`src/rtl/periph_clk_pkg.sv`:
```
package periph_clk_pkg;

  typedef enum logic [1:0] {
    MODE_DOUBLE = 2'd0,
    MODE_SIX    = 2'd1,
    MODE_PAIR   = 2'd2,
    MODE_QUAD   = 2'd3
  } divMode_e;

  // strobes from control to datapath
  typedef struct packed {
    logic load;     // adopt configuration this cycle
    logic gateUpd;  // gate may follow its control bit this cycle
  } ctrlStrobe_t;

  // status from datapath to control
  typedef struct packed {
    logic lowIdle;  // divided clock low, no tick counted yet
    logic divLow;   // divided clock low
  } pathStatus_t;

endpackage

```
`src/rtl/periph_clk_ctrl.sv`:
```
module periph_clk_ctrl
  import periph_clk_pkg::*;
#(
  parameter int SEL_W   = 2,
  parameter int FIELD_W = 3,
  parameter int CNT_W   = 6
) (
  input  logic               clk,
  input  logic               rstN,
  input  logic [SEL_W-1:0]   cfgSel,
  input  logic [1:0]         cfgMode,
  input  logic [FIELD_W-1:0] cfgDivA,
  input  logic [FIELD_W-1:0] cfgDivB,
  input  pathStatus_t        status,
  output logic [SEL_W-1:0]   effSel,
  output logic [CNT_W-1:0]   effRatio,
  output logic [SEL_W-1:0]   actSel,
  output logic [CNT_W-1:0]   actRatio,
  output ctrlStrobe_t        strobe
);

  localparam int SIX_TOP = 6;

  logic [CNT_W-1:0] stageA, stageB, cfgRatio;

  // ratio decode from configuration fields
  always_comb begin
    stageA = (cfgDivA == '0) ? CNT_W'(1) : CNT_W'(cfgDivA);
    stageB = (cfgDivB == '0) ? CNT_W'(1) : CNT_W'(cfgDivB);
    case (divMode_e'(cfgMode))
      MODE_DOUBLE: cfgRatio = CNT_W'(stageA * stageB);
      MODE_SIX:    cfgRatio = ((cfgDivA != '0) && (cfgDivA <= FIELD_W'(SIX_TOP)))
                              ? CNT_W'(cfgDivA) : CNT_W'(1);
      MODE_PAIR:   cfgRatio = cfgDivA[0] ? CNT_W'(2) : CNT_W'(1);
      MODE_QUAD:   cfgRatio = cfgDivA[0] ? CNT_W'(4) : CNT_W'(2);
      default:     cfgRatio = CNT_W'(1);
    endcase
  end

  // loading window: divided clock low and nothing counted in this phase
  always_comb begin
    strobe.load    = status.lowIdle;
    strobe.gateUpd = status.divLow;
    effSel         = strobe.load ? cfgSel   : actSel;
    effRatio       = strobe.load ? cfgRatio : actRatio;
  end

  always_ff @(posedge clk) begin
    if (!rstN) begin
      actSel   <= '0;
      actRatio <= CNT_W'(1);
    end else begin
      actSel   <= effSel;
      actRatio <= effRatio;
    end
  end

endmodule

```
`src/rtl/periph_clk_path.sv`:
```
module periph_clk_path
  import periph_clk_pkg::*;
#(
  parameter int SEL_W = 2,
  parameter int CNT_W = 6
) (
  input  logic                clk,
  input  logic                rstN,
  input  logic [2**SEL_W-1:0] refTick,
  input  logic [SEL_W-1:0]    effSel,
  input  logic [CNT_W-1:0]    effRatio,
  input  logic                gateOff,
  input  ctrlStrobe_t         strobe,
  output pathStatus_t         status,
  output logic                divClk,
  output logic [CNT_W-1:0]    cnt,
  output logic                clkOut
);

  logic tick, lastCnt, divNext, gateOn, gateNext;

  always_comb begin
    tick     = refTick[effSel];
    lastCnt  = (cnt == effRatio - CNT_W'(1));
    divNext  = (tick && lastCnt) ? ~divClk : divClk;
    gateNext = strobe.gateUpd ? ~gateOff : gateOn;
    status.lowIdle = ~divClk && (cnt == '0);
    status.divLow  = ~divClk;
  end

  always_ff @(posedge clk) begin
    if (!rstN) begin
      cnt    <= '0;
      divClk <= 1'b0;
      gateOn <= 1'b0;
      clkOut <= 1'b0;
    end else begin
      if (tick) begin
        cnt <= lastCnt ? '0 : cnt + CNT_W'(1);
      end
      divClk <= divNext;
      gateOn <= gateNext;
      clkOut <= divNext & gateNext;
    end
  end

endmodule

```
`src/rtl/periph_clk_gen.sv`:
```
module periph_clk_gen
  import periph_clk_pkg::*;
#(
  parameter int SEL_W   = 2,
  parameter int FIELD_W = 3
) (
  input  logic                clk,
  input  logic                rstN,
  input  logic [2**SEL_W-1:0] refTick,
  input  logic [SEL_W-1:0]    cfgSel,
  input  logic [1:0]          cfgMode,
  input  logic [FIELD_W-1:0]  cfgDivA,
  input  logic [FIELD_W-1:0]  cfgDivB,
  input  logic                cfgGateOff,
  output logic                clkOut
);

  localparam int MAX_RATIO = (2**FIELD_W - 1) * (2**FIELD_W - 1);
  localparam int CNT_W     = $clog2(MAX_RATIO + 1);

  ctrlStrobe_t      strobe;
  pathStatus_t      status;
  logic [SEL_W-1:0] effSel, actSel;
  logic [CNT_W-1:0] effRatio, actRatio, cnt;
  logic             divClk;

  periph_clk_ctrl #(.SEL_W(SEL_W), .FIELD_W(FIELD_W), .CNT_W(CNT_W)) u_ctrl (
    .clk(clk), .rstN(rstN), .cfgSel(cfgSel), .cfgMode(cfgMode),
    .cfgDivA(cfgDivA), .cfgDivB(cfgDivB), .status(status),
    .effSel(effSel), .effRatio(effRatio), .actSel(actSel),
    .actRatio(actRatio), .strobe(strobe)
  );

  periph_clk_path #(.SEL_W(SEL_W), .CNT_W(CNT_W)) u_path (
    .clk(clk), .rstN(rstN), .refTick(refTick), .effSel(effSel),
    .effRatio(effRatio), .gateOff(cfgGateOff), .strobe(strobe),
    .status(status), .divClk(divClk), .cnt(cnt), .clkOut(clkOut)
  );

endmodule

```
`config.mk`:
```
export PLATFORM = sky130hd
export DESIGN_NAME = periph_clk_gen
export DESIGN_NICKNAME = d
export VERILOG_FILES = /design/src/rtl/periph_clk_pkg.sv /design/src/rtl/periph_clk_ctrl.sv /design/src/rtl/periph_clk_path.sv /design/src/rtl/periph_clk_gen.sv
export SDC_FILE = /design/constraint.sdc
export NUM_CORES = 1
export LEC_CHECK = 0
export BUFFER_PORTS_ARGS = -buffer_cell sky130_fd_sc_hd__buf_2
export CORE_MARGIN = 2
export CORE_UTILIZATION = 43
export CTS_CLUSTER_DIAMETER = 50
export DETAILED_ROUTE_END_ITERATION = 6
export PLACE_DENSITY = 0.74
export SLEW_MARGIN = 10
export SYNTH_ARGS = -nofsm -noshare
export SYNTH_HDL_FRONTEND = slang
export SYNTH_SLANG_ARGS = --single-unit
```
`constraint.sdc`:
```
create_clock -name clk -period 5.14 [get_ports clk]
set_input_delay 1.028 -clock clk [delete_from_list [all_inputs] [get_ports clk]]
set_output_delay 1.028 -clock clk [all_outputs]
set_load 0.02 [all_outputs]
```
# == Yosys cells after proc, flatten, opt, wreduce, memory -nomap -nowiden ==
# Cells that the tools add are included.
# W data, S select, Z words.
# totals
register_bits,17
input_bits,17
out_inout_bits,1
# classes
add_sub_neg,2
multipliers,1
order_cmp,2
eq_ne,4
n_mux,13
n_bitwise,3
reduce_logical,8
# ops
operator,count
$pmux W6 S4,1
$mux W3,4
$mux W6,2
$add A6 B1 Y6 const B,1
$eq A6 B6 Y1,1
$logic_not A3 Y1,2
$logic_not A6 Y1,1
$mul A6 B6 Y6,1
$sub A6 B1 Y6 const B,1
$eq A2 B2 Y1 const B,2
$mux W2,2
$le A3 B3 Y1 const B,1
$logic_and A1 B1 Y1,3
$lt A2 B3 Y1 const B,1
$mux W1,3
$reduce_bool A3 Y1,1
$bmux W1 S2,1
$eq A2 B1 Y1 const B,1
$logic_not A2 Y1,1
$not A1 Y1,2
$and A1 B1 Y1,1

# == Longest topological paths before layout ==
# logic_depth
depth_word,10
ltp_mapped,14

# == Cells and area by module ==
# Synthesis repeated with hierarchy kept, for this count alone.
# hier_totals
hier_cells,143
area_unflattened_um2,1234.9
# by_module_without_submodules
mod,instances,cells_per_inst,area_per_inst_um2,seq_area_each_um2
periph_clk_ctrl,1,73,659.4,160.2
periph_clk_path,1,70,575.6,180.2

# == Worst setup path before layout ==
# No wires, ideal clock.
# synth_timing
kind,input-to-reg
start,input cfgDivA[0]
end,register u_path.divClk
setup_ps,69
t_arrival_ps,3866
t_required_ps,5071
setup_slack_ps,1205
stages,13
n_path_buf,0
path_cell_list,o21bai_1 and2_1 fa_1 ha_1 fa_1 xor2_1 nand4_1 a31oi_1 a2111o_1 and3_1 mux2i_2 or4b_1 o21ai_1
# synth_via
elab_chain_len,9
elab_cells_between_ends,15
classes_between,add/sub (1); mul (1); order compare (1); eq/ne (1); mux (7); reduce/logical (4)
# synth_rtl
element,line_no,source
start: declaration,periph_clk_gen.sv:12,"input logic [FIELD_W-1:0] cfgDivA,"
"$logic_not A3 Y1, or another cell as far along",periph_clk_ctrl.sv:28,stageA = (cfgDivA == '0) ? CNT_W'(1) : CNT_W'(cfgDivA);
$mux W3 / $logic_and A1 B1 Y1 (equally long branches),"periph_clk_ctrl.sv:28, periph_clk_ctrl.sv:32",
$mul A6 B6 Y6 / $mux W3 (equally long branches),"periph_clk_ctrl.sv:31, periph_clk_ctrl.sv:33",
$pmux W6 S4 (*),periph_clk_ctrl.sv:30,case (divMode_e'(cfgMode))
$mux W6 (*),periph_clk_ctrl.sv:45,effRatio = strobe.load ? cfgRatio : actRatio;
$sub A6 B1 Y6 (*),periph_clk_path.sv:24,lastCnt = (cnt == effRatio - CNT_W'(1));
$eq A6 B6 Y1 (*),periph_clk_path.sv:24,
$logic_and A1 B1 Y1 (*),periph_clk_path.sv:25,divNext = (tick && lastCnt) ? ~divClk : divClk;
$mux W1 (*),periph_clk_path.sv:25,
end signal: assignment,periph_clk_path.sv:41,divClk <= divNext;
end: declaration,periph_clk_path.sv:15,"output logic divClk,"
# Every way passes the cells marked *; elsewhere a longest branch is shown, timed or not.
# A chain may end at the register's enable or synchronous reset.

# == Worst setup path after layout ==
# layout_timing
start,input cfgDivA[0]
end,register u_path.cnt[5]
# layout_via
elab_chain_len,8
elab_cells_between_ends,14
classes_between,add/sub (1); mul (1); order compare (1); eq/ne (1); mux (7); reduce/logical (3)
# layout_rtl
element,line_no,source
"$logic_not A3 Y1, or another cell as far along",periph_clk_ctrl.sv:28,
$mux W3 / $logic_and A1 B1 Y1 (equally long branches),"periph_clk_ctrl.sv:28, periph_clk_ctrl.sv:32",
$mul A6 B6 Y6 / $mux W3 (equally long branches),"periph_clk_ctrl.sv:31, periph_clk_ctrl.sv:33",
$pmux W6 S4 (*),periph_clk_ctrl.sv:30,
$mux W6 (*),periph_clk_ctrl.sv:45,
$sub A6 B1 Y6 (*),periph_clk_path.sv:24,
$eq A6 B6 Y1 (*),periph_clk_path.sv:24,
$mux W6 (*),periph_clk_path.sv:39,cnt <= lastCnt ? '0 : cnt + CNT_W'(1);
end signal: assignment,periph_clk_path.sv:39,
end: declaration,periph_clk_path.sv:16,"output logic [CNT_W-1:0] cnt,"
# Marked as above.

==> reports/results.ini <==
[outcome]
status = complete, but fails checks
violations = design-rule violations

[logic_synthesis]
yosysSeqAreaShare_pct = 26.48
yosys-top-cells-count = dfxtp_1 (17), nor2_1 (13), and2_1 (12)
synthMuxAreaShare_pct = 6.232
netlist_area_um2 = 1285
synth_compound_area_share_pct = 19.77
synth-adder-area-share_pct = 10.91
synth_top_area_share_pct = 26.48
synth_top_family_by_area = simple AND/OR/NAND/NOR gates
ys.flop_type = dfxtp_1
synth.most_common_cell = dfxtp_1
syn-instance-count = 144
synth_xor_area_share_pct = 7.498
yosys_warnings = 0
synth_fp_nets = 171
ys_types = 44
synth_edf_count = 0
avgSynthCellArea_um2 = 8.923
synth_seq_cells = 17
ys_async_sr_fraction_pct = 0
synth-simple-area-share_pct = 26.78
synth.area.top_cells = dfxtp_1 (26%), ha_1 (7.8%), and2_1 (5.8%), xnor2_1 (4.1%), nor2_1 (3.8%)
synth_top_area_cell = dfxtp_1

[cts]
postCtsHoldBufs = 0
clk_path_buf_depth = 2
cts.sinks = 17
cts_tree = yes
clockRootBuffer = clkbuf_4
post_cts_buffers = 0
numCtsBuffers = 3
clk_pin_slew_ns = 0.09
clk_latency_ns = 0.28
postCtsResizedCells = 0
htreeDepth = 1

[timing]
max_freq_ghz = 0.2443
fin_worst_skew_ns = 0.0006434
worst_pin_slew_ns = 0.4720
rsz0062_at_grt = false
drv_slew = 0
period_minus_slack_ns = 4.093
setup_tns_ns = 0
max_slew_margin_pct = 68.32
fin_crit_sh_pct = 79.64
finalSetupViolCount = 0
hold_violations = 0

[setup_path]
cp.arrival_ns = 4.32
worstPathRequired_ns = 5.37
critPathKind = in -> reg
cp-end-kind = flop
crit_family = adder cells
cp-start-kind = primary input
cp_slowest_cell = fa_1
path_cells = buf_2 > o21bai_1 > and2_1 > fa_1 > ha_1 > fa_1 > xor2_1 > nand4_1 > a31oi_1 > o311ai_0 > and3_1 > mux2i_2 > o21ai_1 > nor2_1
slowest_delay_ns = 0.47
critical_path.most_common_cell = fa_1
path_buf_inv = 1
critPathMaxFanout = 6

[pwr]
clock_power_share_pct = 9.5
cellLeakagePower_uw = 0.0006217
p_int_uw = 403.9
power.switching_uw = 329.6
powerDensity_nw_per_um2 = 512.4
switching_share_pct = 44.94
power_uw = 733.5
seq_power_share_pct = 26.0
ir_worst_vdd_mv = 0.2475
pwr-share-comb_pct = 64.5

[flow_run]
cap_violations = 0

[drt]
antenna_left = 0
totalWireLength_um = 2541
drt_first_iter_violations = 70
firstDrtPassIters = 6
wl_per_cell_um = 13.03
post-route-drc-count = 1
vias = 1094
vias_per_cell = 5.610

[global_route]
grt_first_pass_wirelength_um = 4629
grtUsageTotal_pct = 17.40
grt_overflow_total = 0
antenna_found_initial = 0
grt_pass1_vias = 1102
grt_max_degree = 13

[floorplan]
row_count = 19
fp.dieArea_um2 = 3442
die_x_um = 58.67
start_util_pct = 45.81
design.core.area_um2 = 2805
io_pins = 18
die_h_um = 58.67

[placed_design]
port_buffers = 17
dp_cells = 191
globalplace.congestion = 0.8379
dp_hpwl_um = 2100

[layout]
n_antenna_cell = 0
nNetsFinal = 192
utilization_pct = 51.03
area_delta_synth_final_pct = 11.39
drive_above_1_share_pct = 18.90
final_cells = 195

[min_path]
worstHoldPathType = reg -> reg

[per-stage QoR]
stage	worst slack, ns	hold WS (ns)	area, µm²
2_1_floorplan	1.205	0.4834	1285
3_3_place_gp	0.9193	0.5027	1405
3_5_place_dp	0.7878	0.5255	1405
4_1_cts	1.075	0.5468	1431
5_1_grt	0.7450	0.5750	1431
6_report	1.047	0.5417	1431
[power by group through the flow]
stage / registers, µW / clock network, µW / logic (µW)
global placement: 193 / 0 / 457
finish: 191 / 69.7 / 473
floorplan: 189 / 0 / 394
global route: 196 / 81.8 / 524
detailed placement: 194 / 0 / 474
CTS: 191 / 73.5 / 476
[cell usage in the layout, fill, tap and decap left out, types with 2 or more instances in the layout]
cell type and count:
xnor2_1 6, buf_2 17, nand4_1 3, ha_1 8, clkbuf_4 3, nand2_1 7, inv_1 7, fa_1 2
and2_1 12, a21boi_1 2, o21ai_0 5, and3_1 4, xor2_1 5, o21bai_1 2, mux2i_1 3, a21oi_1 9
o21ai_1 4, or3_1 4, dfxtp_1 17, nor2_1 13, nor2b_1 5, mux2i_2 2
[worst register-to-register path, stage by stage (launching register included)]
cell and delay [ns]:
dfxtp_1 0.42, or4_4 0.62, nor2_4 0.18, mux2i_1 0.30
ha_1 0.23, inv_1 0.07, or3_1 0.34, o311ai_0 0.09
and3_1 0.22, mux2i_2 0.10, or4b_1 0.50, o21ai_1 0.08
[flip-flops by register name, summed over array words and instances, names as in the netlist]
register         flops
u_ctrl.actRatio      6
u_path.cnt           6
u_ctrl.actSel        2
u_path.clkOut        1
u_path.divClk        1
u_path.gateOn        1
[area by class of cell]
class                           instances  area (µm²)
Tap cell                               31       38.79
Timing Repair Buffer                   17       85.08
Fill cell                             283        1374
Inverter                                7       26.28
Multi-Input combinational cell        119       914.6
Clock buffer                            4       26.28
Sequential cell                        17       340.3
[worst paths after layout]
check / start / end / slack (ns) / depth (start not counted)
min: u_ctrl.actSel[1]$_SDFF_PN0_ / u_ctrl.actSel[1]$_SDFF_PN0_ / 0.54 / 2
max: cfgDivA[0] / u_path.cnt[5]$_SDFFE_PN0P_ / 1.05 / 14
max reg2reg: u_path.cnt[2]$_SDFFE_PN0P_ / u_path.divClk$_SDFF_PN0_ / 1.93 / 11
min reg2reg: u_ctrl.actSel[1]$_SDFF_PN0_ / u_ctrl.actSel[1]$_SDFF_PN0_ / 0.54 / 2
[kinds of logic after synthesis]
| kind of cell | count (synthesis) |
|---|---|
| fa+ha+maj | 10 |
| xor+xnor | 11 |
| buf+inv | 8 |
| compound gates | 35 |
| flops | 17 |
| mux | 6 |
| simple gates | 57 |
[metal layers]
layer  track usage (%)  up-vias  wire [µm]
met5                 0        -          0
met4             7.792        0         45
met3             2.637        4         86
met2             32.91       21       1313
met1             18.91      514       1095
li1                  -      555          -
No activity file was read; power rests on OpenSTA's default activity.
